`src/rtl/bir_pkg.sv`:
```
package bir_pkg;
  typedef enum logic [1:0] {
    Q_SRC = 2'd0,
    Q_DST = 2'd1,
    Q_RMT = 2'd2
  } qsel_e;

  localparam int NUM_Q = 3;

  // A hit stays local in the queue named by the leg flag; a miss leaves the board.
  function automatic qsel_e pick_queue(input logic leg, input logic hit);
    if (!hit) return Q_RMT;
    return leg ? Q_DST : Q_SRC;
  endfunction
endpackage

```
`src/rtl/bir_fifo.sv`:
```
module bir_fifo #(
  parameter int WIDTH = 8,
  parameter int DEPTH = 4
) (
  input  logic             clk,
  input  logic             rst_n,
  input  logic             push,
  input  logic [WIDTH-1:0] wdata,
  output logic             full,
  output logic             out_valid,
  output logic [WIDTH-1:0] rdata,
  input  logic             out_ready
);
  localparam int PW = (DEPTH > 2) ? $clog2(DEPTH) : 1;
  localparam int CW = $clog2(DEPTH + 1);

  logic [WIDTH-1:0] mem [DEPTH];
  logic [PW-1:0]    wr_ptr, rd_ptr;
  logic [CW-1:0]    count;
  logic             pop;

  function automatic logic [PW-1:0] bump(input logic [PW-1:0] p);
    return (p == PW'(DEPTH - 1)) ? '0 : p + 1'b1;
  endfunction

  assign full      = (count == CW'(DEPTH));
  assign out_valid = (count != '0);
  assign rdata     = mem[rd_ptr];
  assign pop       = out_valid && out_ready;

  always_ff @(posedge clk) begin
    if (!rst_n) begin
      wr_ptr <= '0;
      rd_ptr <= '0;
      count  <= '0;
    end else begin
      if (push) begin
        mem[wr_ptr] <= wdata;
        wr_ptr      <= bump(wr_ptr);
      end
      if (pop) rd_ptr <= bump(rd_ptr);
      case ({push, pop})
        2'b10:   count <= count + 1'b1;
        2'b01:   count <= count - 1'b1;
        default: count <= count;
      endcase
    end
  end

  assert_no_overflow_R6: assert property (@(posedge clk) disable iff (!rst_n)
    push |-> !full);
  assert_order_pop_R8: assert property (@(posedge clk) disable iff (!rst_n)
    (pop && !push) |=> (count == $past(count) - 1'b1));
endmodule

```
`src/rtl/bir_classify.sv`:
```
module bir_classify
  import bir_pkg::*;
#(
  parameter int          BOARD_W  = 2,
  parameter int          ADDR_W   = 8,
  parameter int          PKT_W    = 33,
  parameter int unsigned BOARD_ID = 1
) (
  input  logic [PKT_W-1:0]   pkt,
  output qsel_e              sel,
  output logic [BOARD_W-1:0] tgt_board,
  output logic               hit
);
  localparam logic [BOARD_W-1:0] MY_ID = BOARD_ID[BOARD_W-1:0];
  localparam int SRC_TOP = PKT_W - 2;
  localparam int DST_TOP = PKT_W - 2 - ADDR_W;

  logic               leg;
  logic [BOARD_W-1:0] src_board, dst_board;

  assign leg       = pkt[PKT_W-1];
  assign src_board = pkt[SRC_TOP -: BOARD_W];
  assign dst_board = pkt[DST_TOP -: BOARD_W];
  assign tgt_board = leg ? dst_board : src_board;
  assign hit       = (tgt_board == MY_ID);
  assign sel       = pick_queue(leg, hit);
endmodule

```
`src/rtl/bir_router.sv`:
```
module bir_router
  import bir_pkg::*;
#(
  parameter int          BOARD_W  = 2,
  parameter int          OFFS_W   = 6,
  parameter int          DATA_W   = 16,
  parameter int          DEPTH    = 4,
  parameter int unsigned BOARD_ID = 1,
  localparam int         ADDR_W   = BOARD_W + OFFS_W,
  localparam int         PKT_W    = 1 + 2 * ADDR_W + DATA_W
) (
  input  logic               clk,
  input  logic               rst_n,
  input  logic               in_valid,
  input  logic [PKT_W-1:0]   in_pkt,
  output logic               in_ready,
  input  logic               bus_valid,
  input  logic [BOARD_W-1:0] bus_board,
  input  logic [PKT_W-1:0]   bus_pkt,
  output logic               bus_ready,
  output logic               srcq_valid,
  output logic [PKT_W-1:0]   srcq_pkt,
  input  logic               srcq_ready,
  output logic               dstq_valid,
  output logic [PKT_W-1:0]   dstq_pkt,
  input  logic               dstq_ready,
  output logic               rmtq_valid,
  output logic [PKT_W-1:0]   rmtq_pkt,
  output logic [BOARD_W-1:0] rmtq_board,
  input  logic               rmtq_ready
);
  localparam logic [BOARD_W-1:0] MY_ID = BOARD_ID[BOARD_W-1:0];

  function automatic logic [BOARD_W-1:0] leg_board(input logic [PKT_W-1:0] p);
    return p[PKT_W-1] ? p[PKT_W-2-ADDR_W -: BOARD_W] : p[PKT_W-2 -: BOARD_W];
  endfunction

  // Named events for the checks
  qsel_e              loc_sel;
  logic [BOARD_W-1:0] loc_tgt;
  logic               loc_hit;
  qsel_e              bus_sel;
  logic               bus_hit;
  logic               bus_push;
  logic               loc_push;
  logic               bus_clash;

  logic [NUM_Q-1:0]   q_full, q_valid, q_ready, q_push;
  logic [PKT_W-1:0]   q_head  [NUM_Q];
  logic [PKT_W-1:0]   q_wdata [NUM_Q];

  bir_classify #(
    .BOARD_W(BOARD_W), .ADDR_W(ADDR_W), .PKT_W(PKT_W), .BOARD_ID(BOARD_ID)
  ) u_cls (
    .pkt(in_pkt), .sel(loc_sel), .tgt_board(loc_tgt), .hit(loc_hit)
  );

  assign bus_hit   = bus_valid && (bus_board == MY_ID);
  assign bus_sel   = pick_queue(bus_pkt[PKT_W-1], 1'b1);
  assign bus_push  = bus_hit && !q_full[bus_sel];
  assign bus_ready = !bus_hit || !q_full[bus_sel];
  assign bus_clash = bus_push && (bus_sel == loc_sel);
  assign in_ready  = !q_full[loc_sel] && !bus_clash;
  assign loc_push  = in_valid && in_ready;

  assign q_ready = {rmtq_ready, dstq_ready, srcq_ready};

  for (genvar q = 0; q < NUM_Q; q++) begin : g_q
    logic take_bus, take_loc;
    assign take_bus   = bus_push && (bus_sel == qsel_e'(q));
    assign take_loc   = loc_push && (loc_sel == qsel_e'(q));
    assign q_push[q]  = take_bus || take_loc;
    assign q_wdata[q] = take_bus ? bus_pkt : in_pkt;

    bir_fifo #(.WIDTH(PKT_W), .DEPTH(DEPTH)) u_fifo (
      .clk(clk), .rst_n(rst_n), .push(q_push[q]), .wdata(q_wdata[q]),
      .full(q_full[q]), .out_valid(q_valid[q]), .rdata(q_head[q]),
      .out_ready(q_ready[q])
    );
  end

  assign srcq_valid = q_valid[Q_SRC];
  assign srcq_pkt   = q_head[Q_SRC];
  assign dstq_valid = q_valid[Q_DST];
  assign dstq_pkt   = q_head[Q_DST];
  assign rmtq_valid = q_valid[Q_RMT];
  assign rmtq_pkt   = q_head[Q_RMT];
  assign rmtq_board = leg_board(q_head[Q_RMT]);

  assert_reset_empty_R1: assert property (@(posedge clk)
    !rst_n |=> (!srcq_valid && !dstq_valid && !rmtq_valid));
  assert_src_hit_R2: assert property (@(posedge clk) disable iff (!rst_n)
    (loc_push && loc_sel == Q_SRC) |-> (!in_pkt[PKT_W-1] && in_pkt[PKT_W-2 -: BOARD_W] == MY_ID));
  assert_dst_hit_R3: assert property (@(posedge clk) disable iff (!rst_n)
    (loc_push && loc_sel == Q_DST) |-> (in_pkt[PKT_W-1] && in_pkt[PKT_W-2-ADDR_W -: BOARD_W] == MY_ID));
  assert_remote_miss_R4: assert property (@(posedge clk) disable iff (!rst_n)
    (loc_push && loc_sel == Q_RMT) |-> (leg_board(in_pkt) != MY_ID));
  assert_bus_filter_R5: assert property (@(posedge clk) disable iff (!rst_n)
    (bus_valid && bus_board != MY_ID) |-> !bus_push);
  assert_stall_when_full_R6: assert property (@(posedge clk) disable iff (!rst_n)
    (in_valid && q_full[loc_sel]) |-> !in_ready);
  assert_bus_wins_R7: assert property (@(posedge clk) disable iff (!rst_n)
    (bus_push && in_valid && bus_sel == loc_sel) |-> (!in_ready && q_push[bus_sel]));
  assert_bus_ready_R9: assert property (@(posedge clk) disable iff (!rst_n)
    !bus_ready |-> (bus_valid && bus_board == MY_ID));
  assert_push_count_R8: assert property (@(posedge clk) disable iff (!rst_n)
    $countones(q_push) <= 2);
endmodule

```
`config.mk`:
```
export PLATFORM = sky130hd
export DESIGN_NAME = bir_router
export DESIGN_NICKNAME = d
export VERILOG_FILES = /design/src/rtl/bir_pkg.sv /design/src/rtl/bir_fifo.sv /design/src/rtl/bir_classify.sv /design/src/rtl/bir_router.sv
export SDC_FILE = /design/constraint.sdc
export NUM_CORES = 1
export LEC_CHECK = 0
export BUFFER_PORTS_ARGS = -buffer_cell sky130_fd_sc_hd__buf_4
export CAP_MARGIN = 20
export CORE_ASPECT_RATIO = 0.8
export CORE_UTILIZATION = 45
export DETAILED_ROUTE_END_ITERATION = 7
export HOLD_SLACK_MARGIN = 0.1
export SKIP_CTS_REPAIR_TIMING = 1
export SKIP_LAST_GASP = 1
export SYNTH_ARGS = -nofsm -noshare
export SYNTH_HDL_FRONTEND = slang
export SYNTH_HIERARCHICAL = 1
export SYNTH_SLANG_ARGS = --single-unit
```
`constraint.sdc`:
```
create_clock -name clk -period 3.2 [get_ports clk]
set_input_delay 0.48 -clock clk [delete_from_list [all_inputs] [get_ports clk]]
set_output_delay 0.48 -clock clk [all_outputs]
set_load 0.01 [all_outputs]
```
# --- Word-level counts from Yosys, hierarchy flattened ---
# Memory sizes are Yosys's and may differ from the RTL's. A register that Yosys moved wholly into a read port is not among the register bits.
# Cells that the tools add are included.
op_classes:
  addsub: 12
  order_cmp: 2
  eq_ne: 22
  n_mux: 36
  n_reduce_logical: 30
op_table:
  columns: ["cell", "n"]
  rows:
  - ["33-bit two-way mux", 3]
  - ["2-bit two-way mux", 15]
  - ["2-bit equality test (second input constant)", 10]
  - ["3-bit case mux with 2 select lines", 3]
  - ["1-bit logical AND", 14]
  - ["1-bit two-way mux", 13]
  - ["2-bit by 1-bit adder with 2-bit output (second input constant)", 6]
  - ["2-bit by 1-bit equality test with 1-bit output (second input constant)", 6]
  - ["3-bit by 1-bit adder with 3-bit output (second input constant)", 3]
  - ["3-bit equality test (second input constant)", 3]
  - ["3-bit nonzero test", 3]
  - ["3-bit by 1-bit subtractor with 3-bit output (second input constant)", 3]
  - ["2-bit nonzero test", 3]
  - ["1-bit binary-select mux with 2-bit select", 2]
  - ["1-bit logical NOT", 4]
  - ["2-bit logical NOT", 2]
  - ["1-bit logical OR", 4]
  - ["1-bit by 3-bit less-than comparator with 1-bit output (second input constant)", 1]
  - ["2-bit by 3-bit less-than comparator with 1-bit output (second input constant)", 1]
  - ["1-bit by 2-bit equality test with 1-bit output", 1]
  - ["1-bit by 2-bit equality test with 1-bit output (second input constant)", 1]
  - ["1-bit equality test (second input constant)", 1]
totals:
  ff_bits: 21
  mem_bits_rw: 396
  input_bits: 75
  out_inout_bits: 106
  word_cells: 114
  memories: 3
mem_list:
  columns: ["name", "depth", "word_bits", "rd", "rd_clocked_by_memory_dff", "wr", "line", "text"]
  rows:
  - ["g_q[0].u_fifo.mem", 4, 33, 1, 1, 1, "bir_fifo.sv:17", "logic [WIDTH-1:0] mem [DEPTH];"]
  - ["g_q[1].u_fifo.mem", 4, 33, 1, 1, 1, "bir_fifo.sv:17", null]
  - ["g_q[2].u_fifo.mem", 4, 33, 1, 1, 1, "bir_fifo.sv:17", null]

# --- Longest topological paths before layout ---
# Gate-level depths: netlist of the first run.
logic_depth:
  word_depth: 14
  depth_mapped: 13
  depth_no_buf: 12

# --- Hierarchy ---
# The synthesis of the first run kept the hierarchy.
by_module_without_submodules:
  columns: ["module", "instances", "cells_per_inst", "area_per_inst_um2", "seq_area_each_um2"]
  rows:
  - ["bir_fifo", 3, 225, 5282.6, 4144.0]
  - ["bir_router", 1, 93, 1088.5, 0.0]
  - ["bir_classify", 1, 7, 53.8, 0.0]

# --- Worst setup path after synthesis of the first run ---
# No wires, ideal clock.
synth_path:
  path_kind: "register to register"
  startpoint: "reg g_q[0].u_fifo.count[0]"
  endpoint: "mem g_q[0].u_fifo/mem[3][0] (netlist name) (enable)"
  setup_ns: 0.393
  arrival_ns: 2.392
  required_ns: 2.807
  setup_slack_ns: 0.415
  stages_incl_launch_ff: 8
  path_buffers: 2
  synth_period_minus_slack_ns: 2.785
  path_cell_list: "dfxtp_1 inv_1 and3_1 or3_1 buf_6 buf_8 o31ai_1 and3_1"
synth_between:
  elab_chain_len: 14
  elab_cells_between_ends: 18
  classes_between: "1 x eq/ne; 7 x mux; 10 x reduce/logical"
synth_lines:
  columns: ["item", "line", "text"]
  rows:
  - ["from (decl)", "bir_fifo.sv:19", "logic [CW-1:0] count;"]
  - ["from (signal assigned)", "bir_fifo.sv:43", "2'b10: count <= count + 1'b1;"]
  - ["from (signal assigned)", "bir_fifo.sv:44", "2'b01: count <= count - 1'b1;"]
  - ["from (signal assigned)", "bir_fifo.sv:45", "default: count <= count;"]
  - ["3-bit equality test *", "bir_fifo.sv:26", "assign full = (count == CW'(DEPTH));"]
  - ["named net q_full[0]", "bir_router.sv:48", "logic [NUM_Q-1:0] q_full, q_valid, q_ready, q_push;"]
  - ["1-bit binary-select mux with 2-bit select", "bir_router.sv:60", "assign bus_push = bus_hit && !q_full[bus_sel];"]
  - ["1-bit two-way mux (not written as such)", "bir_router.sv:60", null]
  - ["1-bit logical NOT", "bir_router.sv:60", null]
  - ["1-bit logical AND", "bir_router.sv:60", null]
  - ["1-bit logical AND", "bir_router.sv:62", "assign bus_clash = bus_push && (bus_sel == loc_sel);"]
  - ["1-bit logical NOT", "bir_router.sv:63", "assign in_ready = !q_full[loc_sel] && !bus_clash;"]
  - ["1-bit logical AND", "bir_router.sv:63", null]
  - ["1-bit logical AND", "bir_router.sv:64", "assign loc_push = in_valid && in_ready;"]
  - ["1-bit logical AND", "bir_router.sv:71", "assign take_loc = loc_push && (loc_sel == qsel_e'(q));"]
  - ["1-bit logical OR *", "bir_router.sv:72", "assign q_push[q] = take_bus || take_loc;"]
  - ["named net q_push[0]", "bir_router.sv:48", null]
  - ["1-bit two-way mux *", "bir_fifo.sv:37", "if (push) begin"]
  - ["1-bit two-way mux *", "bir_fifo.sv:32", "if (!rst_n) begin"]
  - ["1-bit two-way mux (not written as such) *", "bir_fifo.sv:38", "mem[wr_ptr] <= wdata;"]
  - ["to (decl)", "bir_fifo.sv:17", null]
# Mark *: on every way through the listed nets, which the timed path passes. The rest lies on a longest branch. The select of a mux whose other input is x is not followed.

==> results of run 1 <==
-- registers in the layout, summed over array words and instances (netlist names), named ones only --
register,count
g_q.u_fifo/mem,396
g_q.u_fifo/wr_ptr,6
g_q.u_fifo/rd_ptr,6
g_q.u_fifo/count,9
-- cell type report --
cell class              instances  area, µm²  area share
inverters                      21       78.8     0.00389
clock inverters                21        196     0.00969
multi-input cells             294       4100       0.202
repair buffers                209       1710      0.0842
flip-flops and latches        423      12400       0.613
clock buffers                  56       1140      0.0565
well taps                     487        609      0.0301
-- power groups by stage --
stage          combinational [W]  clock (W)  sequential (W)
6_report                 0.00241    0.00481         0.00638
3_5_place_dp             0.00244          0         0.00651
4_1_cts                  0.00245    0.00493         0.00639
2_1_floorplan            0.00165          0         0.00639
5_1_grt                  0.00259    0.00512         0.00641
3_3_place_gp             0.00243          0         0.00650
-- metrics by stage --
step	instance area, µm²	hold WS (ns)	instances
final	20300	0.159	1511
after CTS	20300	0.132	1511
after floorplan	17000	0.479	772
after detailed placement	18900	0.514	1434
after global placement	18900	0.497	1434
after global routing	20300	0.140	1511
-- cell usage in the layout, fill, tap and decap left out, drive strengths merged, types with 6 or more instances in the layout --
cell / n
nand2: 11
nor2b: 7
and3: 15
nor2: 8
clkinv: 15
or3: 7
dfxtp: 27
edfxtp: 396
mux4: 99
clkbuf: 56
o21ai: 12
nand3: 6
mux2: 67
and2: 7
ha: 18
buf: 209
inv: 22
-- worst paths after layout --
path / endpoint / cells after the start
setup reg to reg: g_q[0].u_fifo/count[2] / 11
setup / recovery: rmtq_pkt[10] / 3
hold reg to reg: g_q[0].u_fifo/rd_ptr[1] / 2
hold / removal: g_q[2].u_fifo/mem[1][25] / 1
-- layer usage --
layer,wire length [µm],vias up,GRT usage
li1,-,3611,-
met1,17400,4284,0.296
met2,16100,203,0.279
met3,1930,53,0.0360
met4,690,0,0.0515
met5,0,-,0
==> impl_metrics.toml, run 1 <==
[run_status]
status = "finished, final reports clean"

[floorplan]
row_count = 63
fp.dieW_um = 219
start_util = 0.457
io_pins = 181
dieArea_um2 = 38500
coreArea_um2 = 37100
die_y_um = 176

[worst_setup_path]
reg2reg_from = "g_q[0].u_fifo/count[0]"
rrSetupSlack_ns = 0.52
critPathMaxFanout = 19
path_cells = "buf_12, mux4_1, buf_4"
slowest_delay_ns = 0.75
setup.worst_path.start_class = "register"
critPathRequiredTime_ns = 2.72
cp_top_family = "flip-flops"
crit_type = "reg -> out"
arrival_ns = 2.38
critPathBufInv = 2
cp_slowest_cell = "dfxtp_2"
end_kind = "primary output"

[placement]
gp_congestion = 0.725
dpl.hpwl_um = 23600
dp_slack_ns = 0.402
numPortBuffers = 180

[detailed_routing]
routed_wl_um = 36100
drtIter0Drc = 567
drc = 0
viasPerCell = 5.39
wire_per_inst_um = 23.9
num_vias = 8151
drtPass1Iterations = 5
postRouteAntennaNets = 0

[power]
p_per_area_nw_per_um2 = 671
sw_frac_of_total = 0.240
p_total_w = 0.0136
seq_power_share = 0.469
p_comb_frac = 0.177
power_frac_clock = 0.354
p_int_w = 0.0103
power_switching_w = 0.00326
p_leak_nw = 6.95
peakVddDrop_mv = 0.322

[global_route]
grt_usage = 0.192
grt_first_pass_wirelength_um = 53300
grt_pass1_vias = 8092
antenna_found_initial = 0
overflow = 0
grt_max_degree = 40

[timing]
drv_slew = 0
worstMarginPinSlew_ns = 0.698
finalCriticalPeriod_ns = 2.86
fin_worst_skew_ns = 0.00752
setup_slack_ns = 0.336
rsz0062_at_grt = "false"
setup_tns_ns = 0
fin_crit_sh = 0.895
timing.slew.headroom = 0.534
finalHoldViolCount = 0
max_freq_mhz = 349
setup_viol = 0

[final_layout]
fin_util = 0.546
drive_gt1_frac = 0.424
area_growth_pct = 19.5
fillCellCount = 2867
final_nets = 1087
antenna_cells = 0

[cts]
cts_max_path_buffers = 3
clkSinkCount = 423
cts_made_buffers = 42
cts_tree = "done"
root_buffer = "clkbuf_16"
htreeDepth = 2
path_clk_slew_ns = 0.06
clkLatencyLatePin_ns = 0.54

[logic_synthesis]
syn_area_per_cell_um2 = 22.0
synth_nets = 868
syn-cell-area_um2 = 17000
netlist_instances = 772
synth_warnings = 6

[worst_hold_path]
min_from = "in_pkt[25]"
holdCritPathClass = "in -> reg"

[job]
drv_cap = 0
Note: power is estimated with default switching activity, not from simulation.
==> run 2, diff against run 1 <==
- CORE_MARGIN: not set -> 5
==> impl_metrics.toml, run 2 (same netlist as run 1, synthesis figures left out) <==
[final_layout]
stdcell_area_um2 = 20400
fillCellCount = 2853
antenna_cells = 0
final_cell_mix = "edfxtp_1, buf_4, mux4_2"
area_growth_pct = 20.3
largest_reg_flops = 396
drive_gt1_frac = 0.440
final_nets = 1089
regMostFlops = "g_q.u_fifo/mem"
layout_commonest_cell = "edfxtp_1"
reg_top3 = "g_q.u_fifo/mem: 396 flops, g_q.u_fifo/count: 9 flops"
fin_cells = 1514

[global_route]
antenna_found_initial = 1
grt.met3_usage = 0.0330
grt_first_pass_wirelength_um = 54600
grt_pass1_vias = 8337
use_met1 = 0.282
overflow = 0
grt_max_degree = 40
busiest_layer = "met1"
use_met2 = 0.260
grt_usage = 0.177

[detailed_routing]
drtIter0Drc = 719
drtPass1Iterations = 5
num_vias = 8102
postRouteAntennaNets = 0
viasPerCell = 5.35
drc = 0
wire_per_inst_um = 24.5
routed_wl_um = 37200

[floorplan]
coreArea_um2 = 37100
io_pins = 181
row_count = 63
die_y_um = 184
start_util = 0.457
dieArea_um2 = 41700
fp.dieW_um = 227

[power]
p_int_w = 0.0106
power_frac_clock = 0.366
p_total_w = 0.0139
sw_frac_of_total = 0.237
peakVddDrop_mv = 0.307
p_comb_frac = 0.174
p_per_area_nw_per_um2 = 680
p_leak_nw = 7.02
power_switching_w = 0.00329
seq_power_share = 0.460

[placement]
placed_cell_area_um2 = 19000
numPortBuffers = 180
gp_congestion = 0.724
dpl.hpwl_um = 24700
dp_cells = 1435

[timing]
finalCriticalPeriod_ns = 2.78
fin_worst_skew_ns = 0.0120
max_freq_mhz = 360
drv_slew = 0
timing.slew.headroom = 0.520
setup_tns_ns = 0
finalHoldViolCount = 0
rsz0062_at_grt = "false"
worstMarginPinSlew_ns = 0.721
setup_viol = 0
fin_crit_sh = 0.867

[job]
drv_cap = 0

[run_status]
status = "finished, final reports clean"

[cts]
path_clk_slew_ns = 0.06
htreeDepth = 2
cts_made_buffers = 43
clkSinkCount = 423
root_buffer = "clkbuf_16"
cts_max_path_buffers = 3
cts_tree = "done"
clkLatencyLatePin_ns = 0.53

[worst_setup_path]
arrival_ns = 2.30
critPathMaxFanout = 15
crit_type = "reg -> out"
setup.worst_path.start_class = "register"
critPathRequiredTime_ns = 2.72
end_kind = "primary output"

[worst_hold_path]
holdCritPathClass = "in -> reg"
[run 2: cell count changes in the layout (fill, tap and decap cells not counted)]
cell / change
clkbuf_1: -2
and3_2: +4
clkinvlp_4: +1
and3_1: -4
inv_6: -1
clkinv_1: -9
clkbuf_8: +6
buf_12: +1
clkinv_4: +1
clkbuf_16: +2
clkinv_2: +4
[run 2: layout make-up]
class	count	area [µm²]	area share
sequential	423	12400	0.609
timing repair buffer	210	1730	0.0846
clock buffer	62	1270	0.0622
tap	487	609	0.0298
clock inverter	17	190	0.00931
multi-input combinational	294	4110	0.201
inverter	21	78.8	0.00386
[run 2: through the flow]
step / setup slack [ns] / hold slack (ns) / util
floorplan: 0.415 / 0.479 / -
global placement: 0.494 / 0.491 / 0.511
detailed placement: 0.455 / 0.508 / 0.511
CTS: 0.336 / 0.147 / 0.550
global route: 0.290 / 0.147 / 0.550
finish: 0.424 / 0.172 / 0.550
[run 2: per-layer routing]
layer  vias up  part of all wire
li1       3617                 -
met1      4219              0.47
met2       232              0.46
met3        34             0.060
met4         0             0.011
met5         -                 0
[run 2: final timing paths]
kind | start | endpoint | slack, ns | cells after the start
max | register | rmtq_pkt[21] | 0.42 | 3
min | in_pkt[13] | g_q[2].u_fifo/mem[0][13] | 0.17 | 1
max reg2reg | g_q[0].u_fifo/count[0] | g_q[0].u_fifo/count[2] | 0.56 | 11
min reg2reg | g_q[1].u_fifo/rd_ptr[1] | register | 0.51 | 2
[run 2: worst max-delay path: stages (launching register included)]
cell	delay [ns]
dfxtp_2	0.53
buf_4	0.40
mux4_1	0.65
buf_4	0.17
[run 2: power groups by stage]
| stage | sequential, W | combinational (W) | clock (W) |
|---|---|---|---|
| finish | 0.00639 | 0.00242 | 0.00508 |
| detailed placement | 0.00651 | 0.00247 | 0 |
| global placement | 0.00650 | 0.00245 | 0 |
| CTS | 0.00639 | 0.00248 | 0.00520 |
| floorplan | 0.00639 | 0.00165 | 0 |
| global route | 0.00641 | 0.00260 | 0.00544 |
